### config.mk
export PLATFORM = sky130hd
export DESIGN_NAME = flc_cmd_judge
export DESIGN_NICKNAME = d
export VERILOG_FILES = /design/src/rtl/flc_pkg.sv /design/src/rtl/flc_cmd_judge.sv
export SDC_FILE = /design/constraint.sdc
export NUM_CORES = 1
export LEC_CHECK = 0
export ABC_AREA = 1
export BUFFER_PORTS_ARGS = -buffer_cell sky130_fd_sc_hd__clkbuf_2
export CORE_AREA = 2 2 39 41
export DETAILED_ROUTE_END_ITERATION = 8
export DIE_AREA = 0 0 41 43
export SYNTH_ARGS = -nofsm -noshare
export SYNTH_HDL_FRONTEND = slang
export SYNTH_SLANG_ARGS = --single-unit
### constraint.sdc
create_clock -name vclk -period 0.8
set_input_delay 0.16 -clock vclk [all_inputs]
set_output_delay 0.16 -clock vclk [all_outputs]
set_load 0.02 [all_outputs]
### src/rtl/flc_pkg.sv
package flc_pkg;

  localparam logic [2:0] CMD_NONE       = 3'd0;
  localparam logic [2:0] CMD_PG_WRITE   = 3'd1;
  localparam logic [2:0] CMD_PG_ERASE   = 3'd2;
  localparam logic [2:0] CMD_CHIP_ERASE = 3'd3;
  localparam logic [2:0] CMD_USR_WRITE  = 3'd4;
  localparam logic [2:0] CMD_USR_ERASE  = 3'd5;

  typedef struct packed {
    logic go;
    logic go_user;
    logic lock_err;
    logic cmd_err;
  } flc_verdict_t;

endpackage

### src/rtl/flc_cmd_judge.sv
module flc_cmd_judge
  import flc_pkg::*;
(
  input  logic         cmd_valid,
  input  logic [2:0]   cmd_code,
  input  logic         user_sel,
  input  logic         region_locked,
  input  logic         any_locked,
  output flc_verdict_t verdict
);
  always_comb begin
    verdict = '0;
    if (cmd_valid) begin
      case (cmd_code)
        CMD_NONE: ;
        CMD_PG_WRITE, CMD_PG_ERASE: begin
          if (user_sel)           verdict.cmd_err  = 1'b1;
          else if (region_locked) verdict.lock_err = 1'b1;
          else                    verdict.go       = 1'b1;
        end
        CMD_CHIP_ERASE: begin
          if (any_locked) verdict.lock_err = 1'b1;
          else            verdict.go       = 1'b1;
        end
        CMD_USR_WRITE, CMD_USR_ERASE: begin
          if (user_sel) begin
            verdict.go      = 1'b1;
            verdict.go_user = 1'b1;
          end else begin
            verdict.cmd_err = 1'b1;
          end
        end
        default: verdict.cmd_err = 1'b1;
      endcase
    end
  end
endmodule

==> reports/metrics.csv, run 1 <==
metric,value,unit
grt.overflow.total,0,
clock_buffers,0,
peakVddDrop,0.153,mV
criticalPathCategory,input port to output port,
syn_to_final_growth,181,%
start_util,8.41,%
port_buffers,11,
worstPathMaxFanout,4,
violations,negative setup slack,
drive_above_1_share,70.3,%
crit_buf_inv,2,
synth_common_cells,"7 x inv_1, 5 x nor2_1, 4 x nand2_1",
worstMarginPinSlew,214,ps
relSlewSlack,85.6,%
synth_area_leaders,"inv_1 23%, nor2_1 16%, nand2_1 13%, nand2_2 11%, nand4_1 11%",
syn_avg_cell_area,4.48,um2
dieHeight,43,um
period_share,122,%
hold_viol,0,
grt_antenna_before_repair,0,
worstPathCellList,"buf_12, nand2_8, nor2_4, nand2_1, nand2_1, nor2_2, nor2_2, clkbuf_8",
hold_slack,675,ps
die_w,41,um
flops_and_latches,0,
grtUsageTotal,4.70,%
syn_area,116,um2
drt-initial-drc-count,2,
cpMaxStageDelayCell,clkbuf_8,
synth_nets,33,
routed_wl,370,um
wl_per_cell,6.98,um
cp.required,640,ps
fin_nets,46,
drc_errors,0,
final_max_slew_viol_count,0,
nFillCells,166,
outcome,"finished, violations left",
netlist_instances,26,
grt_setup_unrepaired,true,
ys_seq_area_share,0,%
crit_cells,8,
fin_tns_setup,-429,ps
critPathTopFamily,simple AND/OR/NAND/NOR gates,
worstHoldPathType,input port to output port,
grt_max_degree,5,
startpoint,cmd_code[1],
worstSetupStartpointType,input port,
first_pass_iters,4,
grt_pass1_vias,170,
yosysWarningCount,0,
synth_top_area_share,22.6,%
post_cts_buffers,0,
setup_viol,3,
cap_violations,0,
yosysMostFrequentCell,inv_1,
cp-end-kind,output port,
design.die.area,0.00176,mm2
crit_end,verdict[3],
synth_top_area_cell,inv_1,
cp.arrival,820,ps
setup_ws,-177,ps
postCtsHoldBufs,0,
dp_hpwl,324,um
grt_pass1_wl,641,um
ff_latch_area,0,um2
vias,197,
period_needed,977,ps
rows,14,
p_per_area,486,mW/mm2
antenna_cells,0,
drtAntennaViolNets,0,
yosysUniqueCellTypes,9,
coreArea,0.00138,mm2
gp_congestion,0.674,
ios,11,
cp_slowest_stage_delay,150,ps
avgViaCountPerCell,3.72,
max_freq,1020,MHz
p_leak,0.149,nW
power by group:
group | internal [W] | switching (W)
clock | 0 | 0
combinational | 0.0000818 | 0.0000770
sequential | 0 | 0
total | 0.0000818 | 0.0000770
placed cells by master, fill, tap and decap left out:
master,instances
buf_6,2
nand2_1,4
nand4_1,2
a21oi_2,2
clkbuf_8,3
nand2_4,1
buf_12,2
clkbuf_2,2
nand3_2,2
nor2_1,1
buf_4,2
nor2_4,1
inv_1,3
nand2_8,1
nor2_2,4
inv_4,4
o21ai_0,1
layer usage:
layer	vias up	GRT usage (%)	share of wire [%]	wire length (um)
met2	12	7.19	47	175
li1	103	-	-	-
met4	0	0	0	0
met1	82	7.59	42	157
met5	-	0	0	0
met3	0	0	10	37
through the flow:
| step | worst slack, ps | util [%] | total power (W) | instance area [um2] | instances |
|---|---|---|---|---|---|
| 2_1_floorplan | 5.22 | - | 0.0000540 | 126 | 26 |
| 3_3_place_gp | -191 | 14.6 | 0.0000905 | 201 | 53 |
| 3_5_place_dp | -198 | 14.6 | 0.0000909 | 201 | 53 |
| 4_1_cts | -191 | 17.6 | 0.000111 | 244 | 53 |
| 5_1_grt | -255 | 23.6 | 0.000174 | 327 | 53 |
| 6_report | -177 | 23.6 | 0.000159 | 327 | 53 |
cell families (layout without fill, tap and decap cells):
family / Yosys count / after routing / synth area share [%]
simple gates: 16 / 16 / 64.5
buf+inv: 7 / 18 / 22.6
compound gates: 3 / 3 / 12.9
repair_timing:
item	in CTS	in global routing
gates resized for setup	11	29
setup endpoints to repair	4	4
hold endpoints to repair	0	0
pin swaps	4	13
final cells by class:
| type | instances | area [um2] | area share [%] |
|---|---|---|---|
| Tap cell | 16 | 20.0 | 6.13 |
| Multi-Input combinational cell | 19 | 141 | 43.3 |
| Timing Repair Buffer | 11 | 129 | 39.5 |
| Inverter | 7 | 36.3 | 11.1 |
how the worst min path moves through the flow:
stage                     startpoint          to  slack [ps]  depth (start not counted)
after floorplan           any_locked  verdict[1]         470                          2
after global placement    any_locked  verdict[1]         680                          4
after detailed placement  any_locked  verdict[1]         680                          4
after CTS                 any_locked  verdict[1]         690                          4
after global routing        user_sel  verdict[2]         700                          4
final                     any_locked  verdict[1]         680                          4
Note: power is estimated with default switching activity, not from simulation.
==> inputs of run 2 (changes only) <==
ABC_AREA = unset   (was 1)
==> reports/metrics.csv, run 2 <==
metric,value,unit
outcome,"finished, violations left",
violations,negative setup slack,
ios,11,
clock_buffers,0,
grt_setup_unrepaired,true,
layout_commonest_cell,clkbuf_2,
period_share,148,%
finish.utilization,26.3,%
yosysUniqueCellTypes,17,
antenna_cells,0,
synth_nets,25,
avgViaCountPerCell,3.90,
hold_slack,708,ps
syn_area,126,um2
ys_seq_area_share,0,%
yosysMostFrequentCell,nand2b_1,
vias,195,
worstSetupStartpointType,input port,
final_cell_area,364,um2
coreArea,0.00138,mm2
hold_viol,0,
p_per_area,492,mW/mm2
first_pass_iters,1,
layout_common_cells,"5 x clkbuf_2, 4 x buf_6, 3 x nand2b_4, 3 x buf_4, 2 x clkbuf_16",
setup_viol,4,
grt_pass1_vias,196,
drt-initial-drc-count,0,
criticalPathCategory,input port to output port,
worstPathMaxFanout,5,
placed_cell_area,249,um2
dp_hpwl,358,um
synth_top_area_share,10.9,%
yosysWarningCount,0,
grt.overflow.total,0,
synth_area_leaders,"nand2b_4 11%, nand2b_1 9.9%, and3b_2 7.9%, o311a_1 7.9%, a211o_1 6.9%",
drive_above_1_share,76.5,%
cap_violations,0,
relSlewSlack,87.8,%
routed_wl,492,um
grt_pass1_wl,910,um
grt_max_degree,8,
netlist_instances,18,
cp.required,640,ps
setup_ws,-380,ps
peakVddDrop,0.0992,mV
drc_errors,0,
period_needed,1180,ps
cp-end-kind,output port,
cp.arrival,1020,ps
syn_to_final_growth,188,%
wl_per_cell,9.84,um
nFillCells,151,
final_max_slew_viol_count,0,
flops_and_latches,0,
grtUsageTotal,6.99,%
rows,14,
dieHeight,43,um
max_freq,847,MHz
ff_latch_area,0,um2
worstMarginPinSlew,181,ps
synth_top_area_cell,nand2b_4,
gp_congestion,0.611,
die_w,41,um
p_leak,0.165,nW
fin_tns_setup,-1300,ps
start_util,9.13,%
worstHoldPathType,input port to output port,
drtAntennaViolNets,0,
grt_antenna_before_repair,0,
multi_input_area,169,um2
fin_nets,43,
design.die.area,0.00176,mm2
syn_avg_cell_area,7.02,um2
port_buffers,11,
==> run 2: cell types whose count changed after synthesis, sizes merged, moves of 2 or more <==
cell | previous run | this run
nand2b | 0 | 4
nand4 | 2 | 0
nand2 | 6 | 1
nor2 | 6 | 1
inv | 7 | 1
==> run 2: area by class of cell <==
class	count	share of cell area (%)
inverters	1	1.03
repair buffers	16	47.1
multi-input cells	17	46.4
well taps	16	5.50
==> run 2: worst max-delay path, cell delays in order <==
cell and delay, ps:
clkbuf_16 130, nand2b_4 140, a211o_1 320, a21oi_4 140, buf_8 120
==> run 2: cells by family after synthesis <==
group,share of synthesized area [%]
AOI/OAI and AO/OA,42.6
and+or+nand+nor,54.4
buffers and inverters,2.97
==> run 2: per-layer routing <==
layer  part of all wire (%)  wire length [um]  track usage [%]
met5                      0                 0                0
met4                      0                 0                0
met3                    6.7                33            0.524
met2                     52               258             12.2
met1                     40               199             9.49
==> run 2: what timing repair did <==
action / 4_1_cts / 5_1_grt
hold endpoints to repair: 0 / 0
gates resized for setup: 15 / 9
pin swaps: 5 / 2
endpoints found under the setup margin: 4 / 4
hold buffers: 0 / 0
setup buffers: 2 / 0
==> run 2: worst paths after layout <==
| check | startpoint | endpoint | slack [ps] | cells past startpoint |
|---|---|---|---|---|
| worst max-delay path | cmd_code[1] | verdict[1] | -380 | 5 |
| worst min-delay path | cmd_valid | verdict[3] | 710 | 3 |
==> run 2: metrics by stage <==
step | total power, W | instances | setup slack [ps]
final | 0.000179 | 50 | -380
after global routing | 0.000196 | 50 | -421
after CTS | 0.000165 | 50 | -420
after detailed placement | 0.000121 | 48 | -441
after global placement | 0.000120 | 48 | -439
after floorplan | 0.0000618 | 18 | -156
==> run 2: report_power, final <==
part | leakage [nW] | internal [W] | switching [W]
logic | 0.165 | 0.000105 | 0.0000742
registers | 0 | 0 | 0
clock network | 0 | 0 | 0
total | 0.165 | 0.000105 | 0.0000742
==> inputs of run 3 (changes only) <==
clock period = 1.05 ns   (was 0.8 ns; I/O delays follow)
==> reports/metrics.csv, run 3 (synthesized netlist as in run 2, its figures left out) <==
metric,value,unit
critPathTopFamily,compound AO/OA/AOI/OAI gates,
grt_setup_unrepaired,true,
hold-path-cell-count,4,
fin_nets,43,
grt_antenna_before_repair,0,
clock_buffers,0,
wl_per_cell,8.44,um
relSlewSlack,89.4,%
criticalPathCategory,input port to output port,
layout_commonest_cell,clkbuf_2,
die_w,41,um
grt_pass1_wl,621,um
cp_slowest_stage_delay,320,ps
cp-end-kind,output port,
grt_max_degree,8,
worstPathMaxFanout,6,
period_needed,1280,ps
cp.required,840,ps
setup_viol,3,
antenna_cells,0,
crit_buf_inv,2,
grt.overflow.total,0,
nFillCells,151,
routed_wl,422,um
design.die.area,0.00176,mm2
startpoint,cmd_code[1],
avgViaCountPerCell,3.84,
flops_and_latches,0,
worstSetupStartpointType,input port,
p_leak,0.164,nW
p_per_area,371,mW/mm2
gp_congestion,0.572,
dp_cells,48,
coreArea,0.00138,mm2
vias,192,
worstMarginPinSlew,159,ps
min_from,cmd_code[2],
port_buffers,11,
final_max_slew_viol_count,0,
ios,11,
peakVddDrop,0.0628,mV
drive_above_1_share,70.6,%
layout_common_cells,"5 x clkbuf_2, 4 x buf_4, 3 x nand2b_4",
grtUsageTotal,4.80,%
worstHoldPathType,input port to output port,
setup_ws,-234,ps
syn_to_final_growth,176,%
cp.arrival,1070,ps
rows,14,
cap_violations,0,
period_share,122,%
outcome,"finished, violations left",
min_to,verdict[2],
drtAntennaViolNets,0,
first_pass_iters,2,
cpMaxStageDelayCell,a211o_1,
fin_cells,50,
grt_pass1_vias,147,
postCtsHoldBufs,0,
p_total,0.000130,W
worstPathCellList,"clkbuf_16, nand2b_4, a211o_1, a21oi_4, buf_8",
max_freq,779,MHz
hold_viol,0,
violations,negative setup slack,
ff_latch_area,0,um2
drc_errors,0,
start_util,9.13,%
dieHeight,43,um
drt-initial-drc-count,1,
## run 3: cell types whose count changed in the layout (fill, tap and decap cells not counted), sizes merged
cell,before,now
buf,8,7
clkbuf,8,9
## run 3: worst max-delay path by stage
stage	depth (start not counted)	end	slack [ps]
after floorplan	3	verdict[1]	-6
after detailed placement	5	verdict[1]	-300
after global routing	5	verdict[1]	-260
final	5	verdict[1]	-230
after CTS	5	verdict[1]	-270
after global placement	5	verdict[1]	-300
## run 3: per-layer routing
metal / routed length [um] / global-route usage, % / up-vias
li1: - / - / 101
met1: 202 / 7.91 / 84
met2: 193 / 7.19 / 7
met3: 26 / 0 / 0
met4: 0 / 0 / 0
met5: 0 / 0 / -
## run 3: through the flow
| stage | setup slack, ps | TNS, ps | util, % | instance area, um2 | hold slack [ps] |
|---|---|---|---|---|---|
| 6_report | -234 | -608 | 25.2 | 349 | 809 |
| 5_1_grt | -264 | -702 | 25.2 | 349 | 841 |
| 4_1_cts | -271 | -641 | 24.1 | 334 | 808 |
| 3_5_place_dp | -302 | -878 | 17.5 | 241 | 789 |
| 3_3_place_gp | -297 | -861 | 17.5 | 241 | 782 |
| 2_1_floorplan | -6.06 | -6.06 | - | 144 | 542 |
## run 3: power by group
group	switching (W)	internal, W
registers	0	0
logic	0.0000512	0.0000784
clock network	0	0
total	0.0000512	0.0000784
## run 3: final cells by class
class / count / area [um2] / area share, %
Inverter: 1 / 3.75 / 1.08
Multi-Input combinational cell: 17 / 155 / 44.4
Tap cell: 16 / 20.0 / 5.73
Timing Repair Buffer: 16 / 170 / 48.7
## run 3: timing repair
item	CTS	global route
endpoints found under the setup margin	4	4
resized for setup	16	4
setup buffers	1	1
pin swaps	5	4
